File: src/rtl/usb_eps_pkg.sv
`timescale 1ns/1ps
package usb_eps_pkg;
  localparam int BYTE_W = 8;
  localparam int RCV_W  = BYTE_W + 1;

  typedef enum logic [1:0] {
    TOK_OUT   = 2'd0,
    TOK_IN    = 2'd1,
    TOK_SETUP = 2'd2,
    TOK_RSVD  = 2'd3
  } tok_e;

  // register offsets inside an endpoint's 16-byte window
  localparam logic [3:0] OFS_BASE_A = 4'h2;
  localparam logic [3:0] OFS_STAT_A = 4'h3;
  localparam logic [3:0] OFS_CNT_A  = 4'h4;
  localparam logic [3:0] OFS_BASE_B = 4'hA;
  localparam logic [3:0] OFS_STAT_B = 4'hB;
  localparam logic [3:0] OFS_CNT_B  = 4'hC;

  // status bit positions
  localparam int ST_OVF   = 5;
  localparam int ST_SETUP = 4;
  localparam int ST_SEQ   = 3;
  localparam int ST_TMO   = 2;
  localparam int ST_ERR   = 1;
  localparam int ST_ACK   = 0;

  function automatic logic receives_f(input tok_e t);
    return (t == TOK_OUT) || (t == TOK_SETUP);
  endfunction

  // base length minus bytes seen, floored at zero
  function automatic logic [BYTE_W-1:0] residual_f(input logic [BYTE_W-1:0] base,
                                                   input logic [RCV_W-1:0]  rcvd);
    if (rcvd >= {1'b0, base}) return '0;
    return base - rcvd[BYTE_W-1:0];
  endfunction

  function automatic logic [BYTE_W-1:0] status_f(input logic ovf, input logic setup,
                                                 input logic seq, input logic err);
    logic [BYTE_W-1:0] s;
    s           = '0;
    s[ST_OVF]   = ovf;
    s[ST_SETUP] = setup;
    s[ST_SEQ]   = seq;
    s[ST_ERR]   = err;
    s[ST_ACK]   = !err && !ovf;
    return s;
  endfunction
endpackage

File: src/rtl/eps_rx_ctx.sv
`timescale 1ns/1ps
module eps_rx_ctx
  import usb_eps_pkg::*;
#(
  parameter int EP_W = 2
) (
  input  logic              clk,
  input  logic              rst_n,
  input  logic              pkt_start,
  input  logic [EP_W-1:0]   pkt_ep,
  input  tok_e              pkt_tok,
  input  logic              pkt_pid1,
  input  logic              cur_set,
  input  logic              rx_byte_vld,
  input  logic              pkt_err,
  input  logic              pkt_end,
  input  logic [BYTE_W-1:0] lk_base,
  output logic              buf_wr_en,
  output logic              c_vld,
  output logic [EP_W-1:0]   c_ep,
  output logic              c_set,
  output tok_e              c_tok,
  output logic [BYTE_W-1:0] c_stat,
  output logic [BYTE_W-1:0] c_res,
  output logic              c_wcnt
);
  logic              act_q;
  logic [EP_W-1:0]   ep_q;
  logic              set_q;
  tok_e              tok_q;
  logic              seq_q;
  logic              err_q;
  logic [BYTE_W-1:0] base_q;
  logic [RCV_W-1:0]  rcvd_q;

  logic              byte_in;
  logic              sat;
  logic              step;
  logic              end_ok;
  logic [RCV_W-1:0]  rcvd_fin;
  logic              err_fin;
  logic              ovf_fin;

  assign byte_in   = act_q && rx_byte_vld && receives_f(tok_q);
  assign sat       = rcvd_q > {1'b0, base_q};
  assign step      = byte_in && !sat;
  assign buf_wr_en = byte_in && (rcvd_q < {1'b0, base_q});
  assign end_ok    = act_q && pkt_end;
  assign rcvd_fin  = rcvd_q + RCV_W'(step);
  assign err_fin   = err_q || pkt_err;
  assign ovf_fin   = (tok_q == TOK_OUT) && (rcvd_fin > {1'b0, base_q});

  always_ff @(posedge clk or negedge rst_n) begin
    if (!rst_n) begin
      act_q  <= 1'b0;
      ep_q   <= '0;
      set_q  <= 1'b0;
      tok_q  <= TOK_OUT;
      seq_q  <= 1'b0;
      err_q  <= 1'b0;
      base_q <= '0;
      rcvd_q <= '0;
      c_vld  <= 1'b0;
      c_ep   <= '0;
      c_set  <= 1'b0;
      c_tok  <= TOK_OUT;
      c_stat <= '0;
      c_res  <= '0;
      c_wcnt <= 1'b0;
    end else begin
      c_vld <= end_ok;
      if (end_ok) begin
        c_ep   <= ep_q;
        c_set  <= set_q;
        c_tok  <= tok_q;
        c_stat <= status_f(ovf_fin, tok_q == TOK_SETUP, seq_q, err_fin);
        c_res  <= residual_f(base_q, rcvd_fin);
        c_wcnt <= receives_f(tok_q);
      end
      if (pkt_start) begin
        act_q  <= 1'b1;
        ep_q   <= pkt_ep;
        set_q  <= cur_set;
        tok_q  <= pkt_tok;
        seq_q  <= pkt_pid1;
        base_q <= lk_base;
        rcvd_q <= '0;
        err_q  <= 1'b0;
      end else if (end_ok) begin
        act_q <= 1'b0;
      end else begin
        if (step) rcvd_q <= rcvd_fin;
        if (act_q && pkt_err) err_q <= 1'b1;
      end
    end
  end
endmodule

File: src/rtl/eps_reg_bank.sv
`timescale 1ns/1ps
module eps_reg_bank
  import usb_eps_pkg::*;
#(
  parameter int NUM_EP = 4,
  parameter int EP_W   = 2,
  parameter int ADDR_W = 6
) (
  input  logic              clk,
  input  logic              rst_n,
  input  logic [ADDR_W-1:0] cpu_addr,
  input  logic              cpu_wr,
  input  logic [BYTE_W-1:0] cpu_wdata,
  output logic [BYTE_W-1:0] cpu_rdata,
  input  logic [EP_W-1:0]   lk_ep,
  input  logic              lk_set,
  output logic [BYTE_W-1:0] lk_base,
  input  logic              up_vld,
  input  logic [EP_W-1:0]   up_ep,
  input  logic              up_set,
  input  logic [BYTE_W-1:0] up_stat,
  input  logic [BYTE_W-1:0] up_res,
  input  logic              up_wcnt
);
  localparam int NSLOT = NUM_EP * 2;

  logic [BYTE_W-1:0] base_r [NSLOT];
  logic [BYTE_W-1:0] stat_r [NSLOT];
  logic [BYTE_W-1:0] cnt_r  [NSLOT];

  logic [3:0]      ofs;
  logic [EP_W-1:0] aep;
  logic [EP_W:0]   ridx;

  assign ofs  = cpu_addr[3:0];
  assign aep  = cpu_addr[ADDR_W-1:4];
  assign ridx = {aep, ofs[3]};

  for (genvar g = 0; g < NSLOT; g++) begin : g_slot
    localparam logic            SETB   = 1'((g % 2) == 1);
    localparam logic [EP_W-1:0] EPN    = EP_W'(g / 2);
    localparam logic [3:0]      BOFS   = SETB ? OFS_BASE_B : OFS_BASE_A;
    logic base_hit;
    logic upd_hit;
    assign base_hit = cpu_wr && (aep == EPN) && (ofs == BOFS);
    assign upd_hit  = up_vld && (up_ep == EPN) && (up_set == SETB);

    always_ff @(posedge clk or negedge rst_n) begin
      if (!rst_n) begin
        base_r[g] <= '0;
        stat_r[g] <= '0;
        cnt_r[g]  <= '0;
      end else begin
        if (base_hit) base_r[g] <= cpu_wdata;
        if (upd_hit) begin
          stat_r[g] <= up_stat;
          if (up_wcnt) cnt_r[g] <= up_res;
        end
      end
    end
  end

  assign lk_base = base_r[{lk_ep, lk_set}];

  always_comb begin
    case (ofs)
      OFS_BASE_A, OFS_BASE_B: cpu_rdata = base_r[ridx];
      OFS_STAT_A, OFS_STAT_B: cpu_rdata = stat_r[ridx];
      OFS_CNT_A,  OFS_CNT_B:  cpu_rdata = cnt_r[ridx];
      default:                cpu_rdata = '0;
    endcase
  end
endmodule

File: src/rtl/usb_ep_stat_tracker.sv
`timescale 1ns/1ps
module usb_ep_stat_tracker
  import usb_eps_pkg::*;
#(
  parameter  int NUM_EP = 4,
  localparam int EP_W   = $clog2(NUM_EP),
  localparam int ADDR_W = EP_W + 4
) (
  input  logic              clk,
  input  logic              rst_n,
  input  logic              pkt_start,
  input  logic [EP_W-1:0]   pkt_ep,
  input  logic [1:0]        pkt_tok,
  input  logic              pkt_pid1,
  input  logic              cur_set,
  input  logic              rx_byte_vld,
  input  logic              pkt_err,
  input  logic              pkt_end,
  output logic              buf_wr_en,
  input  logic [ADDR_W-1:0] cpu_addr,
  input  logic              cpu_wr,
  input  logic [BYTE_W-1:0] cpu_wdata,
  output logic [BYTE_W-1:0] cpu_rdata,
  output logic              done,
  output logic [EP_W-1:0]   done_ep,
  output logic              done_set
);
  // named internal events, visible to the bound checker
  logic              commit_vld;
  logic [EP_W-1:0]   commit_ep;
  logic              commit_set;
  tok_e              commit_tok;
  logic [BYTE_W-1:0] commit_stat;
  logic [BYTE_W-1:0] commit_res;
  logic              commit_wcnt;
  logic [BYTE_W-1:0] start_base;

  eps_rx_ctx #(.EP_W(EP_W)) u_ctx (
    .clk        (clk),
    .rst_n      (rst_n),
    .pkt_start  (pkt_start),
    .pkt_ep     (pkt_ep),
    .pkt_tok    (tok_e'(pkt_tok)),
    .pkt_pid1   (pkt_pid1),
    .cur_set    (cur_set),
    .rx_byte_vld(rx_byte_vld),
    .pkt_err    (pkt_err),
    .pkt_end    (pkt_end),
    .lk_base    (start_base),
    .buf_wr_en  (buf_wr_en),
    .c_vld      (commit_vld),
    .c_ep       (commit_ep),
    .c_set      (commit_set),
    .c_tok      (commit_tok),
    .c_stat     (commit_stat),
    .c_res      (commit_res),
    .c_wcnt     (commit_wcnt)
  );

  eps_reg_bank #(.NUM_EP(NUM_EP), .EP_W(EP_W), .ADDR_W(ADDR_W)) u_bank (
    .clk      (clk),
    .rst_n    (rst_n),
    .cpu_addr (cpu_addr),
    .cpu_wr   (cpu_wr),
    .cpu_wdata(cpu_wdata),
    .cpu_rdata(cpu_rdata),
    .lk_ep    (pkt_ep),
    .lk_set   (cur_set),
    .lk_base  (start_base),
    .up_vld   (commit_vld),
    .up_ep    (commit_ep),
    .up_set   (commit_set),
    .up_stat  (commit_stat),
    .up_res   (commit_res),
    .up_wcnt  (commit_wcnt)
  );

  always_ff @(posedge clk or negedge rst_n) begin
    if (!rst_n) begin
      done     <= 1'b0;
      done_ep  <= '0;
      done_set <= 1'b0;
    end else begin
      done <= commit_vld;
      if (commit_vld) begin
        done_ep  <= commit_ep;
        done_set <= commit_set;
      end
    end
  end
endmodule

File: config.mk
export PLATFORM = sky130hd
export DESIGN_NAME = usb_ep_stat_tracker
export DESIGN_NICKNAME = d
export VERILOG_FILES = /design/src/rtl/usb_eps_pkg.sv /design/src/rtl/eps_rx_ctx.sv /design/src/rtl/eps_reg_bank.sv /design/src/rtl/usb_ep_stat_tracker.sv
export SDC_FILE = /design/constraint.sdc
export NUM_CORES = 1
export LEC_CHECK = 0
export BUFFER_PORTS_ARGS = -buffer_cell sky130_fd_sc_hd__buf_2
export CAP_MARGIN = 40
export CORE_ASPECT_RATIO = 2
export CORE_MARGIN = 1.5
export CORE_UTILIZATION = 67
export DETAILED_ROUTE_END_ITERATION = 8
export GPL_ROUTABILITY_DRIVEN = 0
export HOLD_SLACK_MARGIN = 0.02
export PLACE_DENSITY_LB_ADDON = 0.05
export SLEW_MARGIN = 20
export SYNTH_ARGS = -nofsm -noshare
export SYNTH_HDL_FRONTEND = slang
export SYNTH_SLANG_ARGS = --single-unit
File: constraint.sdc
create_clock -name clk -period 11.3 [get_ports clk]
set_input_delay 2.825 -clock clk [delete_from_list [all_inputs] [get_ports clk]]
set_output_delay 2.825 -clock clk [all_outputs]
set_load 0.01 [all_outputs]
# Word-level counts from Yosys, hierarchy flattened
# Index checks and enable logic that the tools add are counted.
totals:
  wordCells: 147
  out_inout_bits: 13
  input_bits: 27
  ff_bits: 215
classes:
  order_cmp: 6
  add_sub_neg: 2
  n_bitwise: 3
  n_eq_ne: 14
  n_reduce_logical: 56
  mux: 25
op_table:
  columns: ["cell", "n"]
  rows:
  - ["$bmux W8 S3", 4]
  - ["$mux W8", 10]
  - ["$logic_and A1 B1 Y1", 32]
  - ["$mux W9", 3]
  - ["$pmux W8 S3", 1]
  - ["$reduce_and A2 Y1", 10]
  - ["$gt A9 B8 Y1", 2]
  - ["$eq A4 B4 Y1 const B", 3]
  - ["$eq A2 B2 Y1 const B", 5]
  - ["$add A9 B1 Y9", 1]
  - ["$ge A9 B8 Y1", 1]
  - ["$lt A9 B8 Y1", 1]
  - ["$eq A4 B2 Y1 const B", 2]
  - ["$ge A4 B4 Y1 const B", 2]
  - ["$not A3 Y4", 2]
  - ["$sub A8 B8 Y8", 1]
  - ["$mux W1", 7]
  - ["$logic_not A2 Y1", 3]
  - ["$reduce_bool A2 Y1", 3]
  - ["$reduce_or A2 Y1", 3]
  - ["$eq A2 B1 Y1 const B", 2]
  - ["$eq A4 B3 Y1 const B", 1]
  - ["$logic_not A1 Y1", 3]
  - ["$logic_or A1 B1 Y1", 2]
  - ["other kinds (2)", 2]

# Longest topological paths before layout
depth:
  ltp_word: 9
  depth_mapped: 19
  ltp_nobuf: 18

# By module
# From an unflattened synthesis, not the netlist that was laid out.
hier_totals:
  cells_unflattened: 1009
  hier_area_um2: 12333.1
modules_own_cells:
  columns: ["module", "seq_area_each_um2", "instances", "cells_each", "area_each_um2"]
  rows:
  - ["eps_reg_bank", 4804.6, 1, 728, 9451.6]
  - ["eps_rx_ctx", 1126.1, 1, 274, 2747.6]
  - ["usb_ep_stat_tracker", 100.1, 1, 7, 133.9]

# Least setup slack after synthesis
# OpenSTA, ideal clock, no wires.
synth_path:
  kind: "input to output"
  from: "input port cpu_addr[3]"
  to: "output port cpu_rdata[0]"
  required_ns: 8.475
  t_arrival_ns: 4.191
  stages: 6
  n_path_buf: 2
  path_slack_ns: 4.284
  path_cell_list: "buf_2 > buf_2 > mux4_2 > mux2i_1 > o22a_1 > o21ai_0"
synth_via:
  elab_chain_len: 5
  word_cells_on_any_way: 20
  cone_classes: "eq/ne (6); mux (10); bitwise (1); reduce/logical (3)"
synth_lines:
  columns: ["element", "line_no", "source"]
  rows:
  - ["start: declaration", "usb_ep_stat_tracker.sv:20", "input logic [ADDR_W-1:0] cpu_addr,"]
  - ["$not A3 Y4 (implied by the code)", "eps_reg_bank.sv:67, eps_reg_bank.sv:68, eps_reg_bank.sv:69", null]
  - ["$bmux W8 S3 (on tied branches)", "eps_reg_bank.sv:69, eps_reg_bank.sv:67, eps_reg_bank.sv:68", null]
  - ["$mux W8 (on tied branches) (2 in a row)", "eps_reg_bank.sv:69, eps_reg_bank.sv:67, eps_reg_bank.sv:68", null]
  - ["$pmux W8 S3 *", "eps_reg_bank.sv:66", "case (ofs)"]
  - ["end: declaration", "usb_ep_stat_tracker.sv:23", "output logic [BYTE_W-1:0] cpu_rdata,"]
# Every way passes the cells marked *; elsewhere a longest branch is shown, timed or not. The select of a mux whose other input is x is not followed.

# Final worst setup path
layout_path:
  from: "input port cpu_addr[3]"
  to: "output port cpu_rdata[5]"
# The elaborated chain is that of the path after synthesis.

==> metrics <==
slowest CP cell mux4_2; WL per Instance 24.60 um; Final Hold Fails 0; Net Count, Synth 847; DR vias/cell 6.554; crit-path cells buf_2, buf_4, buf_16, mux4_2, mux2i_1, o22a_1, o21ai_0, buf_2; fin util 0.7554; max-cap violations 0; Remaining DRCs 0; num ports 40; row count 65; Layout area overhead 9.862%; Worst Tran Pin Value 0.8459 ns; antenna viol nets, final 0; # H-tree levels 1; fillers 1033; leakage power 0.005691 uW; commonest non-fill, non-tap cell in the layout dfrtp_1; pin count of the biggest net entering global routing 99; sequential fraction of the synthesis area 0.4960; post-CTS setup buffer count 0; status completed; FF/Latch Area 5380 um^2; CORE AREA 15780 um^2; Peak Freq 133.9 MHz; CTS tree yes; Worst setup SP type primary input; crit-path leading delay family multiplexers; Worst R2R Setup Slack 6.75 ns; Mapped Area 10850 um^2; clock root cell clkbuf_16; pwr dens 190.3 nW/um^2; Iteration-0 DRC Markers 329; CTS sink count 215; number of gates resized after CTS 0; layout net count 880; synthesized area per cell 13.66 um^2; slew margin rel. 0.4336; Final Critical Period 7.466 ns; initial antenna violation count 0; first-pass GRT wire length 41230 um; Die ar. 17010 um^2; DR pass1 iterations 5; Max Slew Vio Count 0; critical path arrival 4.64 ns; synth unique cells 66; RSZ-0062 raised after global routing false; TNS Setup 0 ns; asr flop ratio synth 1.000; setup violators final 0; ANT cells 0; Die Span Y 183.0 um; Syn Inst Count 794; Clock Path Buffers 3; number of flops mapped to enable cells by yosys 0; WP data required 8.48 ns; Starting Density 0.6875; Worst path most repeated cell buf_2; Worst Hold Class reg -> reg; synthesized flop and latch total 215; Tcrit/Tclk final 0.6607; Post-Route WL 25590 um; share of layout cells above drive strength 1 0.3743; VDD IR-drop max 151.1 uV; r2r endpoint u_ctx.c_res[7]; Primary FF master, synth dfrtp_1; Hold Startpoint u_bank.stat_r[8]; CTS Hold Bufs 0; die width 92.98 um; Fin Clk Skew 0.01007 ns; Num CTS Buffers 20; overall global routing resource usage 0.3214; worst path buffer plus inverter count 4; vias post-DR 6816; GRT overflow 0; worst skew pair latency 0.50 ns; worst hold path depth 2; WHS Endpoint u_bank.stat_r[8]; R2R depth 16; vias in the first global route 7589; crit path max fanout 37; WS Path Type in -> out; multi-input combinational cell area 5199 um^2; Buffers on Ports 39; commonest cells after routing, fill and taps aside dfrtp_1 (215), mux2_2 (158), nand2_1 (88); CP Capture Type primary output; hpwl dp 17980 um; slowest cell delay on critical path 0.57 ns; clk slew on worst S/H paths 0.07 ns; Critical R2R Launch u_ctx.rcvd_q[6]; yosys synthesis warning count 0
==> area by class of cell <==
cell class | instances | share of cell area
multi-input cells | 516 | 0.4362
clock buffers | 32 | 0.05344
well taps | 201 | 0.02110
flip-flops and latches | 215 | 0.4514
clock inverters | 2 | 0.001365
repair buffers | 46 | 0.02761
inverters | 28 | 0.008819
==> worst register-to-register path: cells and delay by family, from the launching register on <==
family | cells | cell delay (ns)
xor+xnor | 1 | 0.27
flops | 1 | 0.44
compound gates | 7 | 1.89
fa+ha+maj | 4 | 1.17
simple gates | 3 | 0.56
buf+inv | 1 | 0.08
==> Yosys cell counts (3+ instances only) <==
cell       instances  area (um^2)
dfrtp_1          215         5380
mux2_2           158         1779
nand2_1           88        330.3
mux4_2            58         1306
mux2i_1           30        300.3
inv_1             26        97.59
ha_1              25        312.8
nor2_1            22        82.58
a21oi_1           16        80.08
o21ai_0           16        80.08
buf_2             14        70.07
clkbuf_1          13        48.80
xor2_1             7        61.31
nor3_1             6        30.03
buf_1              5        18.77
nand3_1            5        25.02
o21a_1             5        37.54
o22a_1             5        43.79
o2bb2ai_1          5        43.79
nand4_1            4        25.02
nand4b_1           4        35.03
o22ai_1            4        25.02
a21o_1             3        22.52
nand3b_4           3        60.06
nor2b_1            3        18.77
xnor2_1            3        26.28
==> power by group <==
part | switching (uW) | internal, uW | total (uW)
Clock | 285 | 386 | 671
Sequential | 154 | 976 | 1130
Combinational | 187 | 279 | 466
==> metrics by stage <==
stage	hold WS [ns]	setup WS, ns	area [um^2]	power (uW)	std cells
after global routing	0.5015	3.738	11920	2365	1040
after floorplan	0.3487	4.284	10850	1441	794
after detailed placement	0.4654	3.628	11240	1603	1005
after global placement	0.4518	3.631	11160	1558	1002
final	0.4822	3.834	11920	2268	1040
after CTS	0.4813	3.625	11890	2276	1039
==> flip-flops by register name (all words and copies together) (netlist names), 5 cells and up <==
signal / flops
u_ctx.c_stat: 5
u_ctx.c_res: 8
u_bank.base_r: 64
u_bank.stat_r: 40
u_ctx.rcvd_q: 9
u_bank.cnt_r: 64
u_ctx.base_q: 8
==> worst max-delay path by stage <==
| stage | from | to | slack (ns) | cells past startpoint |
|---|---|---|---|---|
| floorplan | cpu_addr[3] | cpu_rdata[0] | 4.28 | 6 |
| global placement | cpu_addr[3] | cpu_rdata[5] | 3.63 | 7 |
| detailed placement | cpu_addr[3] | cpu_rdata[5] | 3.63 | 7 |
| CTS | cpu_addr[3] | cpu_rdata[1] | 3.62 | 7 |
| global route | cpu_addr[3] | cpu_rdata[5] | 3.74 | 8 |
| finish | cpu_addr[3] | cpu_rdata[5] | 3.83 | 8 |
==> routing by layer <==
layer | GRT usage | vias up | wire length (um)
li1 | - | 2987 | -
met1 | 0.3646 | 3556 | 8918
met2 | 0.5790 | 191 | 14280
met3 | 0.04146 | 82 | 1036
met4 | 0.1697 | 0 | 1355
met5 | 0 | - | 0
==> logic make-up (layout without fill, tap and decap cells) <==
| family | after synthesis | in the layout | share of synthesized area |
|---|---|---|---|
| buffers and inverters | 63 | 108 | 0.02480 |
| adders and majority gates | 26 | 26 | 0.03068 |
| muxes | 248 | 248 | 0.3149 |
| DFF | 215 | 215 | 0.4960 |
| xor gates and xnor gates | 10 | 10 | 0.008074 |
| and+or+nand+nor | 158 | 158 | 0.07693 |
| AOI/OAI and AO/OA | 74 | 74 | 0.04867 |
Power figures use the tool's default switching activity.
